===== config.mk =====
export PLATFORM = sky130hd
export DESIGN_NAME = adc_round_scanner
export DESIGN_NICKNAME = d
export VERILOG_FILES = /design/src/rtl/scan_pkg.sv /design/src/rtl/scan_ctrl.sv /design/src/rtl/scan_datapath.sv /design/src/rtl/adc_round_scanner.sv
export SDC_FILE = /design/constraint.sdc
export NUM_CORES = 1
export LEC_CHECK = 0
export CORE_MARGIN = 1.5
export CORE_UTILIZATION = 63
export DETAILED_ROUTE_END_ITERATION = 10
export PLACE_DENSITY = 0.8
export SYNTH_ARGS = -nofsm -noshare
export SYNTH_HDL_FRONTEND = slang
export SYNTH_SLANG_ARGS = --single-unit

===== constraint.sdc =====
create_clock -name clk -period 9.6 [get_ports clk]
set_input_delay 0.96 -clock clk [delete_from_list [all_inputs] [get_ports clk]]
set_output_delay 0.96 -clock clk [all_outputs]
set_load 0.005 [all_outputs]

===== src/rtl/scan_pkg.sv =====
package scan_pkg;
  localparam int SLOT_IDX_W = 5;

  typedef enum logic [2:0] {
    SEQ_IDLE,
    SEQ_EVAL,
    SEQ_WAIT,
    SEQ_END,
    SEQ_SLEEP
  } seqState_e;

  typedef struct packed {
    logic resWr;
    logic resZero;
    logic roundEnd;
  } seqStrobe_t;
endpackage


===== src/rtl/scan_ctrl.sv =====
module scan_ctrl
  import scan_pkg::*;
#(
  parameter int CH_W = 5,
  parameter int BIAS_W = 3,
  parameter int SLEEP_W = 3,
  parameter int SLEEP_MAX = 27,
  parameter int STOP_CODE = 31,
  parameter int GATE_A = 22,
  parameter int GATE_B = 25,
  parameter logic [31:0] RSVD_MASK = 32'h7D80_0030
) (
  input  logic                  clk,
  input  logic                  rstN,
  input  logic                  cfgEn,
  input  logic                  cfgStart,
  input  logic [SLEEP_W-1:0]    cfgSleep,
  input  logic                  gateAEn,
  input  logic                  gateBEn,
  input  logic                  msTick,
  input  logic                  adcDone,
  input  logic [CH_W+BIAS_W-1:0] curEntry,
  output logic [SLOT_IDX_W-1:0] slotIdx,
  output seqStrobe_t            strb,
  output logic                  adcStart,
  output logic [CH_W-1:0]       chanSel,
  output logic [BIAS_W-1:0]     biasOut
);
  localparam int TICK_W = $clog2(SLEEP_MAX + 1);
  localparam int CODE_MAX = (1 << SLEEP_W) - 1;
  localparam logic [SLOT_IDX_W-1:0] LAST_IDX = '1;

  seqState_e state;
  logic [TICK_W-1:0] sleepCnt;
  logic [TICK_W-1:0] sleepTarget;
  logic [CH_W-1:0] curChan;
  logic isStop, isRsvd, isLast;

  assign curChan = curEntry[CH_W-1:0];
  assign isStop  = (curChan == CH_W'(STOP_CODE));
  assign isLast  = (slotIdx == LAST_IDX);
  assign isRsvd  = RSVD_MASK[curChan]
                 | ((curChan == CH_W'(GATE_A)) && !gateAEn)
                 | ((curChan == CH_W'(GATE_B)) && !gateBEn);

  // rounded code*SLEEP_MAX/CODE_MAX
  always_comb begin
    int prod;
    prod = (int'(cfgSleep) * SLEEP_MAX * 2 + CODE_MAX) / (2 * CODE_MAX);
    sleepTarget = TICK_W'(prod);
  end

  always_comb begin
    strb = '0;
    if (cfgEn) begin
      strb.resWr    = ((state == SEQ_EVAL) && !isStop && isRsvd)
                    || ((state == SEQ_WAIT) && adcDone);
      strb.resZero  = (state == SEQ_EVAL);
      strb.roundEnd = (state == SEQ_END);
    end
  end

  always_ff @(posedge clk) begin
    if (!rstN || !cfgEn) begin
      state    <= SEQ_IDLE;
      slotIdx  <= '0;
      adcStart <= 1'b0;
      sleepCnt <= '0;
    end else begin
      adcStart <= 1'b0;
      case (state)
        SEQ_IDLE: begin
          if (cfgStart) begin
            state   <= SEQ_EVAL;
            slotIdx <= '0;
          end
        end
        SEQ_EVAL: begin
          if (isStop) begin
            state <= SEQ_END;
          end else if (isRsvd) begin
            if (isLast) state <= SEQ_END;
            else slotIdx <= slotIdx + 1'b1;
          end else begin
            adcStart <= 1'b1;
            state    <= SEQ_WAIT;
          end
        end
        SEQ_WAIT: begin
          if (adcDone) begin
            if (isLast) begin
              state <= SEQ_END;
            end else begin
              slotIdx <= slotIdx + 1'b1;
              state   <= SEQ_EVAL;
            end
          end
        end
        SEQ_END: begin
          state    <= SEQ_SLEEP;
          sleepCnt <= '0;
        end
        SEQ_SLEEP: begin
          if (sleepCnt >= sleepTarget) begin
            slotIdx <= '0;
            state   <= cfgStart ? SEQ_EVAL : SEQ_IDLE;
          end else if (msTick) begin
            sleepCnt <= sleepCnt + 1'b1;
          end
        end
        default: state <= SEQ_IDLE;
      endcase
    end
  end

  assign chanSel = (state == SEQ_WAIT) ? curChan : '0;
  assign biasOut = (state == SEQ_WAIT) ? curEntry[CH_W+BIAS_W-1:CH_W] : '0;

  p_single_pulse_r1: assert property (@(posedge clk) disable iff (!rstN)
    adcStart |=> !adcStart);
  p_no_stop_conv_r4: assert property (@(posedge clk) disable iff (!rstN)
    adcStart |-> (chanSel != CH_W'(STOP_CODE)));
  p_no_rsvd_conv_r9: assert property (@(posedge clk) disable iff (!rstN)
    adcStart |-> !RSVD_MASK[chanSel]);
  p_abort_r10: assert property (@(posedge clk) disable iff (!rstN)
    !cfgEn |=> (state == SEQ_IDLE) && !adcStart);
endmodule


===== src/rtl/scan_datapath.sv =====
module scan_datapath
  import scan_pkg::*;
#(
  parameter int CH_W = 5,
  parameter int BIAS_W = 3,
  parameter int DATA_W = 10,
  parameter int SLEEP_W = 3,
  parameter int RD_W = 16
) (
  input  logic                   clk,
  input  logic                   rstN,
  input  logic                   regWr,
  input  logic [SLOT_IDX_W+1:0]  regAddr,
  input  logic [CH_W+BIAS_W-1:0] regWdata,
  output logic [RD_W-1:0]        regRdata,
  input  seqStrobe_t             strb,
  input  logic [SLOT_IDX_W-1:0]  slotIdx,
  input  logic [DATA_W-1:0]      adcData,
  input  logic                   adcGain,
  output logic [CH_W+BIAS_W-1:0] curEntry,
  output logic                   cfgEn,
  output logic                   cfgStart,
  output logic [SLEEP_W-1:0]     cfgSleep,
  output logic                   gateAEn,
  output logic                   gateBEn,
  output logic                   irq
);
  localparam int N_SLOTS = 1 << SLOT_IDX_W;
  localparam int ENT_W = CH_W + BIAS_W;
  localparam int RES_W = DATA_W + 1;
  localparam logic [1:0] PG_TAB = 2'd0;
  localparam logic [1:0] PG_RES = 2'd1;
  localparam logic [1:0] PG_CFG = 2'd2;
  localparam logic [SLOT_IDX_W-1:0] O_CTRL = 0;
  localparam logic [SLOT_IDX_W-1:0] O_FLAG = 1;
  localparam logic [SLOT_IDX_W-1:0] O_FMSK = 2;
  localparam logic [SLOT_IDX_W-1:0] O_SUM  = 3;
  localparam logic [SLOT_IDX_W-1:0] O_SMSK = 4;

  logic [ENT_W-1:0] selTab [N_SLOTS];
  logic [RES_W-1:0] resFile [N_SLOTS];
  logic rndFlag, rndMask, adcSum, topMask;

  logic [1:0] page;
  logic [SLOT_IDX_W-1:0] ofs;
  logic wrCfg;
  assign page  = regAddr[SLOT_IDX_W+1:SLOT_IDX_W];
  assign ofs   = regAddr[SLOT_IDX_W-1:0];
  assign wrCfg = regWr && (page == PG_CFG);

  assign curEntry = selTab[slotIdx];

  always_ff @(posedge clk) begin
    if (!rstN) begin
      for (int i = 0; i < N_SLOTS; i++) selTab[i] <= '0;
    end else if (regWr && page == PG_TAB) begin
      selTab[ofs] <= regWdata;
    end
  end

  always_ff @(posedge clk) begin
    if (!rstN) begin
      for (int i = 0; i < N_SLOTS; i++) resFile[i] <= '0;
    end else if (strb.resWr) begin
      resFile[slotIdx] <= strb.resZero ? '0 : {adcGain, adcData};
    end
  end

  always_ff @(posedge clk) begin
    if (!rstN) begin
      cfgEn    <= 1'b0;
      cfgStart <= 1'b0;
      cfgSleep <= '0;
      gateAEn  <= 1'b0;
      gateBEn  <= 1'b0;
      rndMask  <= 1'b0;
      topMask  <= 1'b0;
    end else begin
      if (wrCfg && ofs == O_CTRL) begin
        cfgEn    <= regWdata[0];
        cfgStart <= regWdata[1] & regWdata[0];
        cfgSleep <= regWdata[2 +: SLEEP_W];
        gateAEn  <= regWdata[2 + SLEEP_W];
        gateBEn  <= regWdata[3 + SLEEP_W];
      end else if (!cfgEn) begin
        cfgStart <= 1'b0;
      end
      if (wrCfg && ofs == O_FMSK) rndMask <= regWdata[0];
      if (wrCfg && ofs == O_SMSK) topMask <= regWdata[1];
    end
  end

  always_ff @(posedge clk) begin
    if (!rstN) begin
      rndFlag <= 1'b0;
      adcSum  <= 1'b0;
    end else begin
      if (strb.roundEnd) rndFlag <= 1'b1;
      else if (wrCfg && ofs == O_FLAG && regWdata[0]) rndFlag <= 1'b0;
      if (strb.roundEnd && !rndMask) adcSum <= 1'b1;
      else if (wrCfg && ofs == O_SUM && regWdata[1]) adcSum <= 1'b0;
    end
  end

  assign irq = adcSum && !topMask;

  always_comb begin
    regRdata = '0;
    case (page)
      PG_TAB: regRdata = RD_W'(selTab[ofs]);
      PG_RES: regRdata = RD_W'(resFile[ofs]);
      PG_CFG: begin
        case (ofs)
          O_CTRL: regRdata = RD_W'({gateBEn, gateAEn, cfgSleep, cfgStart, cfgEn});
          O_FLAG: regRdata = RD_W'(rndFlag);
          O_FMSK: regRdata = RD_W'(rndMask);
          O_SUM:  regRdata = RD_W'({adcSum, 1'b0});
          O_SMSK: regRdata = RD_W'({topMask, 1'b0});
          default: regRdata = '0;
        endcase
      end
      default: regRdata = '0;
    endcase
  end

  p_flag_set_r5: assert property (@(posedge clk) disable iff (!rstN)
    strb.roundEnd |=> rndFlag);
  p_sum_cause_r5: assert property (@(posedge clk) disable iff (!rstN)
    $rose(adcSum) |-> $past(strb.roundEnd) && !$past(rndMask));
  p_irq_mask_r6: assert property (@(posedge clk) disable iff (!rstN)
    topMask |-> !irq);
  p_start_needs_en_r3: assert property (@(posedge clk) disable iff (!rstN)
    cfgStart |-> cfgEn);
endmodule


===== src/rtl/adc_round_scanner.sv =====
module adc_round_scanner
  import scan_pkg::*;
#(
  parameter int CH_W = 5,
  parameter int BIAS_W = 3,
  parameter int DATA_W = 10,
  parameter int SLEEP_W = 3,
  parameter int SLEEP_MAX = 27,
  parameter int STOP_CODE = 31,
  parameter int GATE_A = 22,
  parameter int GATE_B = 25,
  parameter logic [31:0] RSVD_MASK = 32'h7D80_0030,
  parameter int RD_W = 16
) (
  input  logic                   clk,
  input  logic                   rstN,
  input  logic                   regWr,
  input  logic [SLOT_IDX_W+1:0]  regAddr,
  input  logic [CH_W+BIAS_W-1:0] regWdata,
  output logic [RD_W-1:0]        regRdata,
  input  logic                   msTick,
  output logic                   adcStart,
  input  logic                   adcDone,
  input  logic [DATA_W-1:0]      adcData,
  input  logic                   adcGain,
  output logic [CH_W-1:0]        chanSel,
  output logic [BIAS_W-1:0]      biasOut,
  output logic                   irq
);
  seqStrobe_t strb;
  logic [SLOT_IDX_W-1:0] slotIdx;
  logic [CH_W+BIAS_W-1:0] curEntry;
  logic cfgEn, cfgStart, gateAEn, gateBEn;
  logic [SLEEP_W-1:0] cfgSleep;

  scan_ctrl #(
    .CH_W(CH_W), .BIAS_W(BIAS_W), .SLEEP_W(SLEEP_W), .SLEEP_MAX(SLEEP_MAX),
    .STOP_CODE(STOP_CODE), .GATE_A(GATE_A), .GATE_B(GATE_B), .RSVD_MASK(RSVD_MASK)
  ) uCtrl (
    .clk(clk), .rstN(rstN), .cfgEn(cfgEn), .cfgStart(cfgStart), .cfgSleep(cfgSleep),
    .gateAEn(gateAEn), .gateBEn(gateBEn), .msTick(msTick), .adcDone(adcDone),
    .curEntry(curEntry), .slotIdx(slotIdx), .strb(strb), .adcStart(adcStart),
    .chanSel(chanSel), .biasOut(biasOut)
  );

  scan_datapath #(
    .CH_W(CH_W), .BIAS_W(BIAS_W), .DATA_W(DATA_W), .SLEEP_W(SLEEP_W), .RD_W(RD_W)
  ) uData (
    .clk(clk), .rstN(rstN), .regWr(regWr), .regAddr(regAddr), .regWdata(regWdata),
    .regRdata(regRdata), .strb(strb), .slotIdx(slotIdx), .adcData(adcData),
    .adcGain(adcGain), .curEntry(curEntry), .cfgEn(cfgEn), .cfgStart(cfgStart),
    .cfgSleep(cfgSleep), .gateAEn(gateAEn), .gateBEn(gateBEn), .irq(irq)
  );
endmodule


==> out/metrics.yaml <==
wire_per_inst_um: 28.43
die_w_um: 228.1
rsz0062_at_grt: "false"
clock_skew_ns: 0.02878
drc: 0
fin_crit_sh_pct: 82.88
dp_hpwl_mm: 52.65
status: "complete, no violations"
clk_pin_slew_ns: 0.06
synth-main-ff-cell: "edfxtp_1"
postCtsSetupBuffers: 0
die_h_um: 228.1
end_kind: "flop"
wirelength_mm: 84.23
ctsHoldBuffers: 0
fin_cells: 2963
critical_path_class: "flop to flop"
insertion_delay_ns: 0.62
yosys.cell_types.count: 67
syn_inst: 2252
intPower_mw: 4.874
pwr-share-clk_pct: 40.8
vias_per_cell: 6.839
fin_hold_ws_ns: 0.4710
cts_tree: "done"
coreArea_um2: 50070
final-setup-viol-count: 0
synth.avg_cell_area_um2: 14.18
ios: 57
cap_violations: 0
arrival_ns: 8.44
synth_warnings: 0
gp_congestion: 0.9067
netlist_area_um2: 31930
fillCellCount: 3167
clock-sinks: 638
finalHoldViolCount: 0
synth_edf_count: 608
cp-start-kind: "flop"
num_vias: 20265
start_util_pct: 63.76
fin_util_pct: 70.04
cp_data_required_time_ns: 10.09
tightest_slew_ns: 1.379
period_minus_slack_ns: 7.957
clock.fmax_mhz: 125.7
die_area_um2: 52030
grt_pass1_vias: 19791
final_max_slew_viol_count: 0
async_reset_ff_share_pct: 0
cp_num_buf_inv: 3
grt.total_usage_pct: 32.70
slew_headroom_pct: 7.789
cts_buffers: 68
syn2layout_area_growth_pct: 9.837
seq_power_share_pct: 51.2
antenna_left: 0
drive_gt1_share_pct: 19.70
fp-row-count: 82
ys_seq_elements: 638
worst_slack_ns: 1.643
cts_resized: 0
dp_cells: 2838
fin_setup_tns_ns: 0
seq_area_frac_synth_pct: 59.07
switching_share_pct: 22.71
peakVddDrop_mv: 0.1443
overflow: 0
worst_hold_path_type: "flop to flop"
crit_top_cell: "xor2_1"
clock_path_buffers: 3
cts-htree-levels: 3
cp_slowest_stage_delay_ns: 0.59
pre_cts_ws_ns: 1.955
p_leak_nw: 11.69
grt_max_degree: 162
switching_power_mw: 1.432
ctsRootBufferMaster: "clkbuf_16"
drtIter0Drc: 2828
antenna_found_initial: 3
worstPathMaxFanout: 8
numPortBuffers: 51
firstDrtPassIters: 8
p_comb_share_pct: 8.0
nets: 2292
critPathTopFamily: "compound AO/OA/AOI/OAI gates"
final_cell_mix: "608 x edfxtp_1, 433 x nor2_1, 270 x mux4_2"
p_per_area_nw_per_um2: 179.9
cp_slowest_cell: "xor2_1"
layout_commonest_cell: "edfxtp_1"
grt_pass1_wl_mm: 125.8
-- routing by layer --
layer,vias up,track usage [%],part of all wire (%)
met1,10183,43.96,35
met4,2,11.80,3.8
met2,1493,54.40,50
li1,8396,-,-
met5,-,0,0.015
met3,191,5.713,12
-- final cells by class --
cell class                 instances  area [um^2]  area share [%]
multi-input combinational       1403        12180           34.72
tap                              672        840.8           2.398
inverter                          15        56.30          0.1606
clock inverter                    30        269.0          0.7671
clock buffer                      92         1877           5.352
antenna                            2        5.005         0.01427
timing repair buffer             111        979.7           2.794
sequential                       638        18860           53.79
-- registers in the layout, indices dropped and copies added, names as in the netlist, 3 cells and up, named ones only --
register        flops
uCtrl.sleepCnt      5
uCtrl.slotIdx       5
uCtrl.state         3
uData.cfgSleep      3
uData.resFile     352
uData.selTab      256
-- Yosys cell counts (3+ instances only) --
cell       number  area (um^2)
a2111oi_0       3        26.28
a211oi_1        5        37.54
a21boi_0        7        52.55
a21o_1          5        37.54
a21oi_1        22        110.1
a22o_1          5        43.79
a22oi_1         3        22.52
a31oi_1         7        43.79
and2_1        262         1639
and3_1          7        43.79
buf_1          28        105.1
buf_2          38        190.2
buf_4          12        90.09
clkbuf_1      121        454.2
dfxtp_1        30        600.6
edfxtp_1      608        18260
ha_1           23        287.8
inv_1          15        56.30
mux2_2          6        67.56
mux2i_1        23        230.2
mux4_2        270         6081
nand2_1       113        424.2
nand2b_1        7        43.79
nand3_1        14        70.07
nand3b_1        5        37.54
nand4_1         8        50.05
nor2_1        433         1625
nor2b_1        14        87.58
nor3_1         14        70.07
nor3_2          3        30.03
nor3b_1        11        82.58
o211ai_1        5        37.54
o21ai_0        48        240.2
o21bai_1        3        22.52
o22ai_1         3        18.77
o31ai_1         4        30.03
or2_2           5        31.28
or3_1           5        31.28
xnor2_1         9        78.83
xor2_1         10        87.58
-- power groups by stage --
stage	Combinational (mW)	Sequential [mW]	Clock, mW
final	0.507	3.23	2.57
after detailed placement	0.497	3.28	0
after global routing	0.524	3.24	2.67
after CTS	0.501	3.22	2.57
after floorplan	0.314	3.25	0
after global placement	0.489	3.26	0
-- through the flow --
step / cell area [um^2] / power [mW]
2_1_floorplan: 31940 / 3.569
3_3_place_gp: 32910 / 3.754
3_5_place_dp: 32910 / 3.777
4_1_cts: 35050 / 6.292
5_1_grt: 35060 / 6.430
6_report: 35070 / 6.307
-- path summary, 6_finish.rpt --
kind / from / end / slack [ns] / cells after the start
worst min-delay path: uData.rndFlag$_SDFFE_PN0P_ / uData.rndFlag$_SDFFE_PN0P_ / 0.47 / 2
worst max register to register: uData.cfgSleep[1]$_SDFFE_PN0P_ / uCtrl.sleepCnt[4]$_SDFFE_PP0P_ / 1.64 / 29
worst max-delay path: uData.cfgSleep[1]$_SDFFE_PN0P_ / uCtrl.sleepCnt[4]$_SDFFE_PP0P_ / 1.64 / 29
worst min register to register: uData.rndFlag$_SDFFE_PN0P_ / uData.rndFlag$_SDFFE_PN0P_ / 0.47 / 2
-- logic make-up after synthesis --
logic type	after synthesis	synth area share (%)
flip-flops	638	59.07
adder cells (fa/ha/maj)	24	0.9641
AO/OA/AOI/OAI	144	2.959
other	1	0.01175
buffers and inverters	215	2.841
XOR/XNOR	19	0.5212
multiplexers	299	19.98
AND/OR/NAND/NOR	912	13.65
-- tightest hold or removal path: stages (launching register included) --
cell	delay [ns]
dfxtp_1	0.31
nand2_1	0.05
a21boi_0	0.06
Note: power is estimated with default switching activity, not from simulation.
